$ cat src/rtl/cps_pkg.sv
package cps_pkg;

    typedef enum logic [1:0] {
        PS_OFF  = 2'b00,
        PS_INIT = 2'b01,
        PS_RUN  = 2'b10
    } path_state_e;

    function automatic logic holds_reset(path_state_e s);
        return s == PS_OFF;
    endfunction

    function automatic logic data_open(path_state_e s);
        return s == PS_RUN;
    endfunction

endpackage

$ cat src/rtl/cps_sync.sv
module cps_sync #(
    parameter int WIDTH  = 3,
    parameter int STAGES = 2
) (
    input  logic             clk,
    input  logic             rst,
    input  logic [WIDTH-1:0] d,
    output logic [WIDTH-1:0] q
);
    logic [STAGES-1:0][WIDTH-1:0] chain;

    generate
        if (STAGES == 1) begin : g_single
            always_ff @(posedge clk) begin
                if (rst) chain <= '0;
                else     chain <= d;
            end
        end else begin : g_multi
            always_ff @(posedge clk) begin
                if (rst) chain <= '0;
                else     chain <= {chain[STAGES-2:0], d};
            end
        end
    endgenerate

    assign q = chain[STAGES-1];
endmodule

$ cat src/rtl/cps_cap_fsm.sv
module cps_cap_fsm
    import cps_pkg::*;
#(
    parameter int INIT_LRCK = 2081
) (
    input  logic        clk,
    input  logic        rst,
    input  logic        on,
    input  logic        tick,
    output path_state_e state
);
    localparam int CNT_W = $clog2(INIT_LRCK + 1);
    localparam logic [CNT_W-1:0] LAST = CNT_W'(INIT_LRCK - 1);

    logic [CNT_W-1:0] cnt;

    always_ff @(posedge clk) begin
        if (rst) begin
            state <= PS_OFF;
            cnt   <= '0;
        end else begin
            case (state)
                PS_OFF: begin
                    cnt <= '0;
                    if (on) state <= PS_INIT;
                end
                PS_INIT: begin
                    if (!on) begin
                        state <= PS_OFF;
                        cnt   <= '0;
                    end else if (tick) begin
                        if (cnt == LAST) begin
                            state <= PS_RUN;
                            cnt   <= '0;
                        end else begin
                            cnt <= cnt + 1'b1;
                        end
                    end
                end
                PS_RUN: begin
                    if (!on) state <= PS_OFF;
                end
                default: state <= PS_OFF;
            endcase
        end
    end
endmodule

$ cat src/rtl/cps_play_fsm.sv
module cps_play_fsm
    import cps_pkg::*;
(
    input  logic        clk,
    input  logic        rst,
    input  logic        on,
    output path_state_e state
);
    always_ff @(posedge clk) begin
        if (rst)     state <= PS_OFF;
        else if (on) state <= PS_RUN;
        else         state <= PS_OFF;
    end
endmodule

$ cat src/rtl/cvt_pwr_seq.sv
module cvt_pwr_seq
    import cps_pkg::*;
#(
    parameter int DATA_W      = 20,
    parameter int INIT_LRCK   = 2081,
    parameter int SYNC_STAGES = 2
) (
    input  logic              clk,
    input  logic              rst,
    input  logic              cap_pd_n,
    input  logic              play_pd_n,
    input  logic              lrck,
    input  logic [DATA_W-1:0] cap_din,
    output logic [DATA_W-1:0] cap_dout,
    output logic              cap_filt_rst,
    output logic              play_filt_rst,
    output logic [1:0]        cap_state,
    output logic [1:0]        play_state
);
    localparam int N_SYNC = 3;

    logic [N_SYNC-1:0] raw_in, synced;
    logic              lrck_prev, lrck_rise;
    path_state_e       cap_st, play_st;

    assign raw_in = {lrck, play_pd_n, cap_pd_n};

    cps_sync #(.WIDTH(N_SYNC), .STAGES(SYNC_STAGES)) u_sync (
        .clk (clk),
        .rst (rst),
        .d   (raw_in),
        .q   (synced)
    );

    always_ff @(posedge clk) begin
        if (rst) lrck_prev <= 1'b0;
        else     lrck_prev <= synced[2];
    end
    assign lrck_rise = synced[2] & ~lrck_prev;

    cps_cap_fsm #(.INIT_LRCK(INIT_LRCK)) u_cap (
        .clk   (clk),
        .rst   (rst),
        .on    (synced[0]),
        .tick  (lrck_rise),
        .state (cap_st)
    );

    cps_play_fsm u_play (
        .clk   (clk),
        .rst   (rst),
        .on    (synced[1]),
        .state (play_st)
    );

    assign cap_dout      = data_open(cap_st) ? cap_din : '0;
    assign cap_filt_rst  = holds_reset(cap_st);
    assign play_filt_rst = holds_reset(play_st);
    assign cap_state     = cap_st;
    assign play_state    = play_st;
endmodule

$ cat config.mk
export PLATFORM = sky130hd
export DESIGN_NAME = cvt_pwr_seq
export DESIGN_NICKNAME = d
export VERILOG_FILES = /design/src/rtl/cps_pkg.sv /design/src/rtl/cps_sync.sv /design/src/rtl/cps_cap_fsm.sv /design/src/rtl/cps_play_fsm.sv /design/src/rtl/cvt_pwr_seq.sv
export SDC_FILE = /design/constraint.sdc
export NUM_CORES = 1
export LEC_CHECK = 0
export ABC_CLOCK_PERIOD_IN_PS = 2250
export BUFFER_PORTS_ARGS = -buffer_cell sky130_fd_sc_hd__buf_2
export CAP_MARGIN = 30
export CORE_UTILIZATION = 34
export DETAILED_ROUTE_END_ITERATION = 6
export PLACE_DENSITY_LB_ADDON = 0.05
export SLEW_MARGIN = 20
export SYNTH_ARGS = -nofsm -noshare
export SYNTH_HDL_FRONTEND = slang
export SYNTH_SLANG_ARGS = --single-unit
$ cat constraint.sdc
create_clock -name clk -period 2.25 [get_ports clk]
set_clock_uncertainty 0.1 [all_clocks]
set_input_delay 0.45 -clock clk [delete_from_list [all_inputs] [get_ports clk]]
set_output_delay 0.45 -clock clk [all_outputs]
set_load 0.1 [all_outputs]
==> results_dict.tcl, run 1 <==
set metrics [dict create \
    fin_ws_ns 0.233 \
    grt_pass1_vias 930 \
    maxCapViolations 0 \
    fin_util_pct 56.7 \
    vias_per_cell 4.67 \
    synth_edf_count 0 \
    switchingPower_mw 0.142 \
    portBuffers 49 \
    numCtsBuffers 3 \
    start_util_pct 35.5 \
    nFillCells 266 \
    gp_congestion 0.843 \
    fin_hold_ws_ns 0.255 \
    crit_path_max_fanout 21 \
    startpoint_type "flop" \
    power_frac_seq_pct 64.1 \
    ant_nets 0 \
    rows 20 \
    cp_data_required_time_ns 1.70 \
    root_buffer "clkbuf_4" \
    num_io_pins 51 \
    crit_arrival_ns 1.47 \
    drv_slew 0 \
    ys_ff_latch 22 \
    die_area_um2 3390 \
    synth_top_cell_area_share_pct 41.0 \
    clock_sinks 22 \
    drtPass1Iterations 4 \
    fin_area_um2 1720 \
    layout-drive-gt1-share_pct 47.6 \
    wl_per_cell_um 11.9 \
    drt_wl_total_um 2560 \
    hold_path_class "in -> reg" \
    core_area_um2 3030 \
    status "complete, no violations" \
    syn_nets 148 \
    fin_crit_sh_pct 89.6 \
    synth_area_um2 1070 \
    nets 199 \
    peakVddDrop_mv 0.302 \
    hold_violations 0 \
    avgSynthCellArea_um2 8.88 \
    drt_drc_violations_left 0 \
    hold_buffers 0 \
    p_sw_share_pct 22.9 \
    clk_pin_slew_ns 0.11 \
    comb_power_share_pct 8.6 \
    grtUsageTotal_pct 16.7 \
    synth_ff_type "dfxtp_1" \
    ys_async_sr_fraction_pct 0 \
    placed_cells 211 \
    p_clk_share_pct 27.3 \
    crit_type "reg -> out" \
    synthTopCellsByArea "dfxtp_1, and2_1, nor2b_1" \
    antenna_cells 0 \
    antenna_found_initial 0 \
    detailedRoute.firstIterationViolations 26 \
    vias 1000 \
    yosysUniqueCellTypes 37 \
    overflow 0 \
    seq_area_frac_synth_pct 41.0 \
    p_leak_nw 0.706 \
    worstSkewPairLatency_ns 0.29 \
    fmax_mhz 496 \
    p_per_area_nw_per_um2 362 \
    dpl_cell_area_um2 1700 \
    place_ws_ns 0.422 \
    reg2reg_slack_ns 0.40 \
    area_delta_synth_final_pct 59.8 \
    h-tree-depth 1 \
    synth_top_cell_by_area "dfxtp_1" \
    internal_power_mw 0.480 \
    fin_cells 214 \
    finalSetupViolCount 0 \
    cts_buffer_depth 2 \
    grt_max_degree 22 \
    rsz0062_at_grt "no" \
    syn_inst 121 \
    final_cell_mix "buf_2, and2_2, dfxtp_1, buf_12" \
    tritoncts "built" \
    die_h_um 58.2 \
    final_common_cell "buf_2" \
    tightestPinTransition_ns 0.548 \
    yosysWarnings 0 \
    period_needed_ns 2.02 \
    die_width_um 58.2 \
    end_kind "output port" \
    dp_hpwl_um 2110 \
    cts_setup_buffers 0 \
    post_cts_resize_count 0 \
    relSlewSlack_pct 63.1 \
    grt_pass1_wl_um 4350 \
]
[sequential cells by signal (all words and copies together), names as in the netlist]
name and count:
u_cap.state 2, u_cap.cnt 12, lrck_prev 1, u_sync.q 3
u_sync.chain 3, u_play.state 1
[layer usage]
| layer | routed length [µm] | up-vias | global-route usage (%) |
|---|---|---|---|
| met1 | 1000 | 460 | 19.2 |
| met5 | 0 | - | 0 |
| met4 | 21 | 0 | 5.10 |
| met2 | 1470 | 31 | 32.0 |
| li1 | - | 507 | - |
| met3 | 65 | 2 | 2.01 |
[critical path: stages (launching register included)]
cell and delay [ns]:
dfxtp_2 0.40, inv_1 0.10, nor2_1 0.11, buf_4 0.20, and2_2 0.19, buf_12 0.17
[cells by family after synthesis]
logic type                 count (synthesis)  synth area share, %
DFF                                       22                 41.0
AOI/OAI and AO/OA                         19                 11.4
adders and majority gates                  2                 2.33
muxes                                      1                0.931
and+or+nand+nor                           58                 33.9
buffers and inverters                     11                 4.42
other                                      1                0.349
xor gates and xnor gates                   7                 5.70
[cell usage after synthesis (2+ instances only)]
master,count
o211ai_1,4
a21oi_1,5
ha_1,2
or3_1,2
buf_2,2
and2_1,20
xor2_1,6
nor2_1,10
nor2b_1,9
o21ai_0,5
clkbuf_1,2
nand2_1,3
inv_1,6
dfxtp_1,22
[final timing paths]
path,endpoint,startpoint,cells past startpoint
worst min-delay path,u_sync.chain[1],play_pd_n,2
worst max register to register,u_cap.cnt[9],u_cap.cnt[0],6
worst max-delay path,cap_dout[2],u_cap.state[1],5
worst min register to register,u_play.state[1],u_sync.q[1],1
[through the flow]
step           TNS, ns  power, mW
6_report             0      0.622
5_1_grt              0      0.648
4_1_cts              0      0.629
3_5_place_dp         0      0.461
3_3_place_gp         0      0.461
2_1_floorplan   -0.742      0.438
[area by class of cell]
type | instances | area, µm² | area share, %
Multi-Input combinational cell | 88 | 614 | 35.8
Tap cell | 44 | 55.1 | 3.20
Timing Repair Buffer | 51 | 561 | 32.6
Sequential cell | 22 | 443 | 25.8
Clock buffer | 3 | 22.5 | 1.31
Inverter | 6 | 22.5 | 1.31
[power by group through the flow]
stage	sequential, mW	combinational, mW	clock (mW)
after floorplan	0.414	0.0247	0
after global placement	0.407	0.0536	0
after detailed placement	0.407	0.0538	0
after CTS	0.399	0.0540	0.176
after global routing	0.399	0.0588	0.189
final	0.398	0.0537	0.170
No activity file was read; power rests on OpenSTA's default activity.
==> run 2: changes to the inputs <==
CORE_MARGIN = 10   (was unset)
==> results_dict.tcl, run 2 (synthesized netlist as in run 1, its figures left out) <==
set metrics [dict create \
    clk_pin_slew_ns 0.11 \
    wl_per_cell_um 14.5 \
    rsz0062_at_grt "no" \
    num_io_pins 51 \
    nets 199 \
    nFillCells 268 \
    drtPass1Iterations 4 \
    startpoint_type "flop" \
    grtUsageTotal_pct 10.1 \
    hold_buffers 0 \
    end_kind "output port" \
    root_buffer "clkbuf_4" \
    drt_wl_total_um 3130 \
    power_mw 0.665 \
    die_width_um 76.2 \
    crit_path_max_fanout 21 \
    vias 1009 \
    hold_path_depth 2 \
    numCtsBuffers 3 \
    fin_cells 215 \
    antenna_found_initial 0 \
    final_cell_mix "buf_2, and2_2, dfxtp_1, buf_12" \
    fmax_mhz 491 \
    cp_data_required_time_ns 1.70 \
    start_util_pct 35.5 \
    gp_congestion 0.765 \
    finalSetupViolCount 0 \
    grt_pass1_wl_um 4860 \
    placed_cells 211 \
    p_per_area_nw_per_um2 384 \
    cts_setup_buffers 0 \
    maxCapViolations 0 \
    grt_pass1_vias 929 \
    hold_violations 0 \
    overflow 0 \
    p_leak_nw 0.713 \
    peakVddDrop_mv 0.365 \
    antenna_cells 0 \
    hold_path_class "in -> reg" \
    layout-drive-gt1-share_pct 48.0 \
    grt_max_degree 22 \
    core_area_um2 3030 \
    dp_hpwl_um 2650 \
    ant_nets 0 \
    fin_crit_sh_pct 90.5 \
    rows 20 \
    ff2ff_path_depth 6 \
    final_common_cell "buf_2" \
    vias_per_cell 4.69 \
    tritoncts "built" \
    relSlewSlack_pct 63.6 \
    die_area_um2 5810 \
    area_delta_synth_final_pct 61.1 \
    cts_buffer_depth 2 \
    period_needed_ns 2.04 \
    h-tree-depth 1 \
    multiInputGateArea_um2 614 \
    tightestPinTransition_ns 0.541 \
    drt_drc_violations_left 0 \
    regMostFlops "u_cap.cnt" \
    crit_type "reg -> out" \
    worstSkewPairLatency_ns 0.31 \
    portBuffers 49 \
    detailedRoute.firstIterationViolations 20 \
    status "complete, no violations" \
    die_h_um 76.2 \
    post_cts_resize_count 0 \
    largest_reg_flops 12 \
    crit_arrival_ns 1.49 \
    clock_sinks 22 \
    seqCellArea_um2 443 \
    tns_ns 0 \
    drv_slew 0 \
]
==> run 2: cell count changes in the layout (fill, tap and decap cells not counted) <==
cell	change
clkbuf_8	+1
==> run 2: stage by stage <==
step / hold WS [ns] / area, µm² / util (%) / worst slack [ns]
3_3_place_gp: 0.318 / 1700 / 56.0 / 0.508
2_1_floorplan: 0.314 / 1100 / - / -0.0439
5_1_grt: 0.250 / 1730 / 57.2 / 0.0641
4_1_cts: 0.248 / 1730 / 57.2 / 0.202
3_5_place_dp: 0.328 / 1700 / 56.0 / 0.436
6_report: 0.254 / 1730 / 57.2 / 0.214
==> run 2: final timing paths <==
check | startpoint | end | slack (ns)
setup / recovery | u_cap.state[1] | cap_dout[17] | 0.21
hold / removal | cap_pd_n | u_sync.chain[0] | 0.25
setup reg to reg | u_cap.cnt[0] | u_cap.cnt[11] | 0.42
hold reg to reg | u_sync.q[1] | u_play.state[1] | 0.35
==> run 2: power by group <==
part | total [mW] | switching (mW) | internal [mW] | leakage [nW]
sequential | 0.398 | 0.00246 | 0.396 | 0.180
clock | 0.213 | 0.114 | 0.0987 | 0.0210
combinational | 0.0538 | 0.0324 | 0.0214 | 0.512
total | 0.665 | 0.149 | 0.516 | 0.713
==> run 2: final cells by class <==
class	instances	share of cell area, %
Multi-Input combinational cell	88	35.5
Tap cell	44	3.18
Sequential cell	22	25.6
Clock buffer	4	2.10
Timing Repair Buffer	51	32.4
Inverter	6	1.30
==> run 2: worst max-delay path, stage by stage, from the launching register on <==
cell	delay (ns)
dfxtp_2	0.40
inv_1	0.10
nor2_1	0.11
buf_4	0.20
and2_2	0.19
buf_12	0.17
==> run 2: routing by layer <==
layer,share of wire [%],up-vias,global-route usage [%]
met1,35,468,8.65
met4,0.67,0,2.23
li1,-,508,-
met2,60,29,21.7
met3,5.0,4,2.83
met5,0,-,0
